`config.mk`:
```
export PLATFORM = sky130hd
export DESIGN_NAME = spi_fifo_status
export DESIGN_NICKNAME = d
export VERILOG_FILES = /design/src/rtl/spi_fifo_pkg.sv /design/src/rtl/spi_byte_fifo.sv /design/src/rtl/spi_fifo_dp.sv /design/src/rtl/spi_fifo_ctrl.sv /design/src/rtl/spi_fifo_status.sv
export SDC_FILE = /design/constraint.sdc
export NUM_CORES = 1
export LEC_CHECK = 0
export ABC_CLOCK_PERIOD_IN_PS = 2360
export CAP_MARGIN = 40
export CORE_MARGIN = 2
export CORE_UTILIZATION = 47
export CTS_CLUSTER_DIAMETER = 150
export CTS_CLUSTER_SIZE = 16
export DETAILED_ROUTE_END_ITERATION = 8
export HOLD_SLACK_MARGIN = 0.05
export PLACE_DENSITY_LB_ADDON = 0.25
export SETUP_SLACK_MARGIN = 0.2
export SLEW_MARGIN = 20
export SYNTH_ARGS = -nofsm -noshare
export SYNTH_HDL_FRONTEND = slang
export SYNTH_SLANG_ARGS = --single-unit
```
`constraint.sdc`:
```
create_clock -name clk -period 2.36 [get_ports clk]
set_input_delay 0.472 -clock clk [delete_from_list [all_inputs] [get_ports clk]]
set_output_delay 0.472 -clock clk [all_outputs]
set_load 0.01 [all_outputs]
```
`src/rtl/spi_fifo_pkg.sv`:
```
package spi_fifo_pkg;
  typedef struct packed {
    logic rxWr;
    logic rxRd;
    logic rxClr;
    logic txWr;
    logic txRd;
    logic txClr;
  } fifoStrb_t;

  localparam int FLAG_SUM  = 0;
  localparam int FLAG_UF   = 1;
  localparam int FLAG_TXD  = 2;
  localparam int FLAG_RXD  = 3;
  localparam int FLAG_OVF  = 4;
  localparam int NUM_FLAGS = 5;
endpackage

```
`src/rtl/spi_byte_fifo.sv`:
```
module spi_byte_fifo #(
  parameter int WIDTH = 8,
  parameter int DEPTH = 4,
  localparam int CNTW = $clog2(DEPTH + 1),
  localparam int PW   = (DEPTH > 1) ? $clog2(DEPTH) : 1
) (
  input  logic             clk,
  input  logic             rstN,
  input  logic             wr,
  input  logic [WIDTH-1:0] wrData,
  input  logic             rd,
  input  logic             clr,
  output logic [WIDTH-1:0] rdData,
  output logic [CNTW-1:0]  count
);
  logic [WIDTH-1:0] mem [DEPTH];
  logic [PW-1:0] wrPtr, rdPtr;

  function automatic logic [PW-1:0] nextPtr(input logic [PW-1:0] p);
    return (p == PW'(DEPTH - 1)) ? '0 : p + 1'b1;
  endfunction

  always_ff @(posedge clk) begin
    if (!rstN || clr) begin
      wrPtr <= '0;
      rdPtr <= '0;
      count <= '0;
    end else begin
      if (wr) wrPtr <= nextPtr(wrPtr);
      if (rd) rdPtr <= nextPtr(rdPtr);
      case ({wr, rd})
        2'b10:   count <= count + 1'b1;
        2'b01:   count <= count - 1'b1;
        default: count <= count;
      endcase
    end
  end

  always_ff @(posedge clk) begin
    if (wr) mem[wrPtr] <= wrData;
  end

  assign rdData = (count != '0) ? mem[rdPtr] : '0;

  assert_count_bound_R1: assert property (@(posedge clk) disable iff (!rstN)
    count <= CNTW'(DEPTH));
  assert_flush_empties_R11: assert property (@(posedge clk) disable iff (!rstN)
    clr |=> count == '0);
endmodule

```
`src/rtl/spi_fifo_dp.sv`:
```
module spi_fifo_dp
  import spi_fifo_pkg::*;
#(
  parameter int WIDTH = 8,
  parameter int DEPTH = 4,
  localparam int CNTW = $clog2(DEPTH + 1)
) (
  input  logic             clk,
  input  logic             rstN,
  input  fifoStrb_t        strb,
  input  logic [WIDTH-1:0] rxPushData,
  input  logic [WIDTH-1:0] txPushData,
  output logic [WIDTH-1:0] rxPopData,
  output logic [WIDTH-1:0] txPopData,
  output logic [CNTW-1:0]  rxCount,
  output logic [CNTW-1:0]  txCount
);
  spi_byte_fifo #(.WIDTH(WIDTH), .DEPTH(DEPTH)) rxQ (
    .clk(clk), .rstN(rstN), .wr(strb.rxWr), .wrData(rxPushData),
    .rd(strb.rxRd), .clr(strb.rxClr), .rdData(rxPopData), .count(rxCount));

  spi_byte_fifo #(.WIDTH(WIDTH), .DEPTH(DEPTH)) txQ (
    .clk(clk), .rstN(rstN), .wr(strb.txWr), .wrData(txPushData),
    .rd(strb.txRd), .clr(strb.txClr), .rdData(txPopData), .count(txCount));
endmodule

```
`src/rtl/spi_fifo_ctrl.sv`:
```
module spi_fifo_ctrl
  import spi_fifo_pkg::*;
#(
  parameter int DEPTH = 4,
  parameter int THRW  = 3,
  localparam int CNTW = $clog2(DEPTH + 1),
  localparam int CMPW = ((CNTW > THRW) ? CNTW : THRW) + 1
) (
  input  logic                 clk,
  input  logic                 rstN,
  input  logic                 rxPush,
  input  logic                 rxPop,
  input  logic                 rxFlush,
  input  logic                 txPush,
  input  logic                 txPop,
  input  logic                 txFlush,
  input  logic                 txMode,
  input  logic [THRW-1:0]      byteThresh,
  input  logic                 statusRd,
  input  logic [CNTW-1:0]      rxCount,
  input  logic [CNTW-1:0]      txCount,
  output fifoStrb_t            strb,
  output logic [NUM_FLAGS-1:0] flags,
  output logic                 rxExcess,
  output logic                 irq
);
  logic rxFull, rxEmpty, txFull, txEmpty;
  logic evOvf, evUf, evRxDone, evTxDone, evSum;
  logic [THRW-1:0] sentCnt;
  logic [NUM_FLAGS-1:0] events;
  logic [CMPW-1:0] threshExt;

  assign rxFull  = rxCount == CNTW'(DEPTH);
  assign rxEmpty = rxCount == '0;
  assign txFull  = txCount == CNTW'(DEPTH);
  assign txEmpty = txCount == '0;
  assign threshExt = CMPW'(byteThresh);

  always_comb begin
    strb.rxClr = rxFlush;
    strb.txClr = txFlush;
    strb.rxWr  = rxPush & ~rxFlush & ~rxFull;
    strb.rxRd  = rxPop  & ~rxFlush & ~rxEmpty;
    strb.txWr  = txPush & ~txFlush & ~txFull;
    strb.txRd  = txPop  & ~txFlush & ~txEmpty;
  end

  assign evOvf    = rxPush & rxFull;
  assign evUf     = txPop & txEmpty;
  assign evRxDone = ~txMode & strb.rxWr & (CMPW'(rxCount) + 1'b1 == threshExt);
  assign evTxDone = txMode & strb.txRd & (CMPW'(sentCnt) + 1'b1 == threshExt);
  assign evSum    = evRxDone | evTxDone | (evOvf & ~rxFlush) | (evUf & ~txFlush);

  always_comb begin
    events           = '0;
    events[FLAG_SUM] = evSum;
    events[FLAG_UF]  = evUf;
    events[FLAG_TXD] = evTxDone;
    events[FLAG_RXD] = evRxDone;
    events[FLAG_OVF] = evOvf;
  end

  always_ff @(posedge clk) begin
    if (!rstN || txFlush || !txMode) sentCnt <= '0;
    else if (strb.txRd) sentCnt <= evTxDone ? '0 : sentCnt + 1'b1;
  end

  generate
    for (genvar i = 0; i < NUM_FLAGS; i++) begin : gFlag
      always_ff @(posedge clk) begin
        if (!rstN)          flags[i] <= 1'b0;
        else if (events[i]) flags[i] <= 1'b1;
        else if (statusRd)  flags[i] <= 1'b0;
      end
    end
  endgenerate

  assign rxExcess = CMPW'(rxCount) > threshExt;
  assign irq = flags[FLAG_RXD] | flags[FLAG_TXD] |
               (flags[FLAG_OVF] & ~rxFlush) | (flags[FLAG_UF] & ~txFlush);

  assert_ovf_flag_R4: assert property (@(posedge clk) disable iff (!rstN)
    rxPush && rxCount == CNTW'(DEPTH) |=> flags[FLAG_OVF]);
  assert_uf_flag_R5: assert property (@(posedge clk) disable iff (!rstN)
    txPop && txCount == '0 |=> flags[FLAG_UF]);
  assert_read_clears_R9: assert property (@(posedge clk) disable iff (!rstN)
    statusRd && !rxPush && !txPop |=> flags == '0);
  assert_event_wins_R10: assert property (@(posedge clk) disable iff (!rstN)
    statusRd && txPop && txCount == '0 |=> flags[FLAG_UF]);
  assert_unmasked_sum_R8: assert property (@(posedge clk) disable iff (!rstN)
    rxPush && rxCount == CNTW'(DEPTH) && !rxFlush |=> flags[FLAG_SUM]);
endmodule

```
`src/rtl/spi_fifo_status.sv`:
```
module spi_fifo_status
  import spi_fifo_pkg::*;
#(
  parameter int WIDTH = 8,
  parameter int DEPTH = 4,
  parameter int THRW  = 3,
  localparam int CNTW = $clog2(DEPTH + 1)
) (
  input  logic             clk,
  input  logic             rstN,
  input  logic             rxPush,
  input  logic [WIDTH-1:0] rxPushData,
  input  logic             rxPop,
  output logic [WIDTH-1:0] rxPopData,
  input  logic             rxFlush,
  input  logic             txPush,
  input  logic [WIDTH-1:0] txPushData,
  input  logic             txPop,
  output logic [WIDTH-1:0] txPopData,
  input  logic             txFlush,
  input  logic             txMode,
  input  logic [THRW-1:0]  byteThresh,
  input  logic             statusRd,
  output logic [31:0]      statusWord,
  output logic             irq
);
  fifoStrb_t strb;
  logic [CNTW-1:0] rxCount, txCount;
  logic [NUM_FLAGS-1:0] flags;
  logic rxExcess;

  spi_fifo_ctrl #(.DEPTH(DEPTH), .THRW(THRW)) ctrl (
    .clk(clk), .rstN(rstN), .rxPush(rxPush), .rxPop(rxPop), .rxFlush(rxFlush),
    .txPush(txPush), .txPop(txPop), .txFlush(txFlush), .txMode(txMode),
    .byteThresh(byteThresh), .statusRd(statusRd), .rxCount(rxCount),
    .txCount(txCount), .strb(strb), .flags(flags), .rxExcess(rxExcess), .irq(irq));

  spi_fifo_dp #(.WIDTH(WIDTH), .DEPTH(DEPTH)) dp (
    .clk(clk), .rstN(rstN), .strb(strb), .rxPushData(rxPushData),
    .txPushData(txPushData), .rxPopData(rxPopData), .txPopData(txPopData),
    .rxCount(rxCount), .txCount(txCount));

  always_comb begin
    statusWord       = '0;
    statusWord[0]    = flags[FLAG_SUM];
    statusWord[3:1]  = 3'(txCount);
    statusWord[4]    = flags[FLAG_UF];
    statusWord[5]    = flags[FLAG_TXD];
    statusWord[6]    = flags[FLAG_RXD];
    statusWord[7]    = flags[FLAG_OVF];
    statusWord[10:8] = 3'(rxCount);
    statusWord[11]   = rxExcess;
  end

  assert_irq_quiet_after_read_R12: assert property (@(posedge clk) disable iff (!rstN)
    statusRd && !rxPush && !txPop |=> !irq);
endmodule

```
# ---- Word-level counts from Yosys, hierarchy flattened
# Memory sizes are Yosys's and may differ from the RTL's. A register that Yosys moved wholly into a read port is not among the register bits.
# Index checks and enable logic that the tools add are counted.
dict set report word_totals {
  latchBits 0
  ram_bits 64
  wordCells 108
  n_memories 2
  register_bits 22
  romBits 0
}
# memory words word_bits rd rd_clocked_by_memory_dff write_ports line_no
set memory_table {}
lappend memory_table {dp.rxQ.mem 4 8 1 1 1 spi_byte_fifo.sv:16} ;# logic [WIDTH-1:0] mem [DEPTH];
lappend memory_table {dp.txQ.mem 4 8 1 1 1 spi_byte_fifo.sv:16}
dict set report classes {
  n_bitwise 31
  div_mod_pow 0
  n_addsub 11
  n_shift 0
  n_reduce_logical 16
  mux 23
  n_eq_ne 12
  magnitude_cmp 1
  mul 0
}
# op n
set op_table {}
lappend op_table {{$and A1 B1 Y1} 18}
lappend op_table {{$mux W2} 8}
lappend op_table {{$mux W8} 2}
lappend op_table {{$reduce_bool A2 Y1} 7}
lappend op_table {{$eq A2 B2 Y1 const B} 6}
lappend op_table {{$pmux W3 S2} 2}
lappend op_table {{$mux W1} 10}
lappend op_table {{$add A3 B1 Y3 const B} 3}
lappend op_table {{$add A2 B1 Y2 const B} 4}
lappend op_table {{$add A3 B1 Y4 const B} 2}
lappend op_table {{$eq A4 B3 Y1} 2}
lappend op_table {{$not A1 Y1} 7}
lappend op_table {{$eq A3 B3 Y1 const B} 2}
lappend op_table {{$logic_not A3 Y1} 2}
lappend op_table {{$or A1 B1 Y1} 6}
lappend op_table {{$reduce_bool A3 Y1} 2}
lappend op_table {{$sub A3 B1 Y3 const B} 2}
lappend op_table {{$eq A2 B1 Y1 const B} 2}
lappend op_table {{$gt A3 B3 Y1} 1}
lappend op_table {{$logic_or A1 B1 Y1} 3}
lappend op_table {{$mux W3} 1}
lappend op_table {{$logic_not A1 Y1} 2}

# ---- Logic depth before layout (Yosys ltp)
dict set report depth {
  word_depth 9
  mapped_depth 11
  depth_no_buf 11
}

# ---- By module
# From an unflattened synthesis, not the netlist that was laid out.
dict set report hier_totals {
  hier_cells 299
  area_unflattened_um2 4141.5
}
# mod n_inst seq_area_each_um2 area_per_inst_um2 cells_per_inst
set by_module_without_submodules {}
lappend by_module_without_submodules {spi_byte_fifo 2 1141.1 1659.1 98}
lappend by_module_without_submodules {spi_fifo_ctrl 1 160.2 661.9 81}
lappend by_module_without_submodules {spi_fifo_status 1 0.0 161.4 22}

# ---- Least setup slack after synthesis
# No wires, ideal clock.
dict set report synth_path {
  path_kind {reg-to-reg}
  start {register dp.rxQ.count[0]}
  end {register dp.rxQ.count[2]}
  path_buffers 0
  path_slack_ns -0.156
  arrival_ns 2.446
  path_stages_with_launch 12
  setup_time_ns 0.070
  t_required_ns 2.290
  cell_sequence {dfxtp_1 -> inv_1 -> ha_1 -> nor2b_1 -> nand2b_1 -> nor2_1 -> ha_1 -> inv_1 -> fa_1 -> xor2_1 -> or3_1 -> a21oi_1}
}
dict set report synth_via {
  elab_chain_cells 5
  word_cells_on_any_way 12
  cone_classes {add/sub (2); eq/ne (3); mux (1); bitwise (4); reduce/logical (2)}
}
# element line_no
set synth_lines {}
lappend synth_lines {{start, declared} spi_byte_fifo.sv:14} ;# output logic [CNTW-1:0] count
lappend synth_lines {{start signal, assigned} spi_byte_fifo.sv:32} ;# 2'b10: count <= count + 1'b1;
lappend synth_lines {{start signal, assigned} spi_byte_fifo.sv:33} ;# 2'b01: count <= count - 1'b1;
lappend synth_lines {{start signal, assigned} spi_byte_fifo.sv:34} ;# default: count <= count;
lappend synth_lines {{$logic_not A3 Y1 (*)} spi_fifo_ctrl.sv:34} ;# assign rxEmpty = rxCount == '0;
lappend synth_lines {{$not A1 Y1 (*)} spi_fifo_ctrl.sv:43} ;# strb.rxRd = rxPop & ~rxFlush & ~rxEmpty;
lappend synth_lines {{$and A1 B1 Y1 (*)} spi_fifo_ctrl.sv:43}
lappend synth_lines {{net dp.rxQ.rd} spi_byte_fifo.sv:11} ;# input logic rd,
lappend synth_lines {{$eq A2 B1 Y1 / $eq A2 B2 Y1 (equally long branches)} spi_byte_fifo.sv:31} ;# case ({wr, rd})
lappend synth_lines {{$pmux W3 S2 / $reduce_bool A2 Y1 (equally long branches)} n/a}
# Mark *: on every way through the listed nets, which the timed path passes. The rest lies on a longest branch.
# A chain may end at the register's enable or synchronous reset.

==> impl_metrics.py <==
metrics = {
    "layout": {
        "final_common_cell": "edfxtp_1",
        "nets": 451,
        "layout.cells.non_filler": 515,
        "area_delta_synth_final_pct": 30.2,
        "final_util_pct": 62.3,
        "fillers": 687,
        "layout_common_cells": "64 x edfxtp_1, 38 x clkdlybuf4s50_1, 36 x buf_4",
        "drive_gt1_share_pct": 31.0,
        "diodes": 0,
    },
    "clocking": {
        "cts_buffer_depth": 2,
        "root_buffer": "clkbuf_8",
        "tritoncts": "done",
        "clock_latency_ns": 0.36,
        "cts.sinks": 90,
        "clk_pin_slew_ns": 0.09,
        "htreeDepth": 3,
        "numCtsBuffers": 9,
    },
    "power_and_ir_drop": {
        "p_leak_nw": 2.06,
        "power_per_cell_area_mw_per_mm2": 550,
        "power_w": 0.00295,
        "peakVddDrop_mv": 0.319,
    },
    "min_path": {
        "worstHoldPathCells": 2,
        "hp-class": "reg2reg",
    },
    "setup_path": {
        "critPathLaunchType": "register",
        "critPathMaxFanout": 8,
        "path_class": "reg2out",
        "crit_arrival_ns": 1.68,
        "endpoint_kind": "output pin",
        "cp.required_ns": 1.89,
        "regToRegSetupSlack_ns": 0.22,
        "reg2reg_depth": 11,
    },
    "global_route": {
        "grt_pass1_wl_um": 11700,
        "grt_max_degree": 17,
        "grt_pass1_vias": 2406,
        "antenna_found_initial": 0,
        "overflow": 0,
        "grt_usage_pct": 16.0,
    },
    "placed_design": {
        "preCtsSetupSlack_ns": -0.273,
        "dpl.cell_count": 486,
        "port_buffers": 57,
        "place_hpwl_um": 5390,
        "place.gp.congestion": 0.732,
    },
    "timing": {
        "min_period_over_period_pct": 91.3,
        "setup_viol": 0,
        "setup_tns_ns": 0,
        "setup_slack_ns": 0.205,
        "grt_setup_unrepaired": "yes",
        "maxSlewViolCount": 0,
        "hold_viol": 0,
        "period_needed_ns": 2.15,
        "fmax_mhz": 464,
        "final.setup_skew_ns": 0.0138,
    },
    "floorplanning": {
        "rows": 34,
        "ios": 78,
        "core_region_area_sq_mm": 0.00859,
        "fp.dieH_um": 97.6,
        "die_width_um": 97.6,
        "die_area_sq_mm": 0.00952,
        "start_util_pct": 47.9,
    },
    "route": {
        "drtIter0Drc": 72,
        "wl_per_cell_um": 14.5,
        "via_per_inst": 4.90,
        "wl_um": 7440,
        "vias": 2524,
        "ant_nets": 0,
        "dr.pass1.iters": 4,
        "drc": 0,
    },
    "yosys": {
        "ys_types": 41,
        "async_reset_ff_share_pct": 0,
        "syn_area_sq_mm": 0.00412,
        "synth_top_cell_by_area": "edfxtp_1",
        "synthTopCellsByArea": "edfxtp_1 47%, dfxtp_1 13%, mux4_2 8.8%",
        "ys_ff_latch": 90,
        "synthFlopType": "edfxtp_1",
        "yosysSeqAreaShare_pct": 59.3,
        "netlist.area_leader.share_pct": 46.7,
        "yosysWarnings": 0,
        "syn_avg_cell_area_sq_um": 13.8,
        "synth_edf_count": 64,
        "synthCells": 298,
    },
    "flow_run": {
        "cap_violations": 0,
    },
    "status": {
        "status": "complete, no violations",
    },
}
-- Yosys cell counts (3+ instances only) --
library cell	n
inv_1	20
nor3_1	4
o21ai_0	6
xnor2_1	3
nand2_1	12
ha_1	18
and2_2	8
or3_1	6
clkbuf_1	3
nor2_1	13
mux4_2	16
dfxtp_1	26
buf_4	21
nand2b_1	5
nand3_1	4
xor2_1	8
edfxtp_1	64
and2_1	10
nor2b_1	11
a21oi_1	12
-- final cells by class --
class                           instances  area (sq um)  area share [%]
Sequential cell                        90          2460            45.9
Multi-Input combinational cell        180          1580            29.4
Timing Repair Buffer                  101           936            17.5
Tap cell                              108           135            2.52
Clock buffer                            9           124            2.31
Inverter                               20          77.6            1.45
Clock inverter                          7          51.3           0.957
-- path summary, 6_finish.rpt --
kind / from / end
max reg2reg: dp.rxQ.count[1]$_SDFFE_PP0P_ / dp.rxQ.count[2]$_SDFFE_PP0P_
min: dp.txQ.rdPtr[1]$_SDFFE_PP0N_ / dp.txQ.rdPtr[1]$_SDFFE_PP0N_
max: register / rxPopData[2]
min reg2reg: dp.txQ.rdPtr[1]$_SDFFE_PP0N_ / dp.txQ.rdPtr[1]$_SDFFE_PP0N_
-- per-stage QoR --
step,area (sq um),hold WS (ns)
finish,5360,0.488
global route,5360,0.498
CTS,5300,0.484
detailed placement,5000,0.471
global placement,5000,0.463
floorplan,4220,0.454
-- timing repair --
item / CTS / global route
hold buffers: 0 / 0
setup endpoints to repair: 20 / 18
endpoints found under the hold margin: 0 / 0
pin swaps: 7 / 4
cloned: 0 / 0
buffers inserted: 11 / 2
resized for setup: 91 / 16
-- report_power, final --
group,internal (W),switching (W),leakage (nW)
logic,0.000149,0.000129,1.18
clock network,0.000394,0.000555,0.0937
registers,0.00171,0.00000990,0.796
-- flip-flops by register name (all words and copies together) (netlist names), named ones only --
register / cells
ctrl.flags: 5
ctrl.sentCnt: 3
dp.rxQ.count: 3
dp.rxQ.mem: 32
dp.rxQ.rdPtr: 2
dp.rxQ.wrPtr: 2
dp.txQ.count: 3
dp.txQ.mem: 32
dp.txQ.rdPtr: 2
dp.txQ.wrPtr: 2
-- worst max-delay path, stage by stage (launching register included) --
cell and delay [ns]:
dfxtp_2 0.35, buf_12 0.13, buf_6 0.09, mux4_2 0.49
nor2b_4 0.14, buf_6 0.11
-- routing by layer --
layer  vias to the layer above  GRT usage (%)  part of all wire, %
met2                        59           27.1                   52
li1                       1240              -                    -
met4                         0           6.41                  1.5
met3                         8           5.11                  4.9
met1                      1217           19.0                   41
met5                         -              0                    0
-- kinds of logic after synthesis --
logic type | after synthesis | synth area share [%]
simple gates | 81 | 11.4
compound gates | 30 | 4.71
other cells | 1 | 0.0911
fa+ha+maj | 20 | 6.44
xor+xnor | 11 | 2.34
buf+inv | 47 | 6.44
flops | 90 | 59.3
mux | 18 | 9.24
Note: power is estimated with default switching activity, not from simulation.
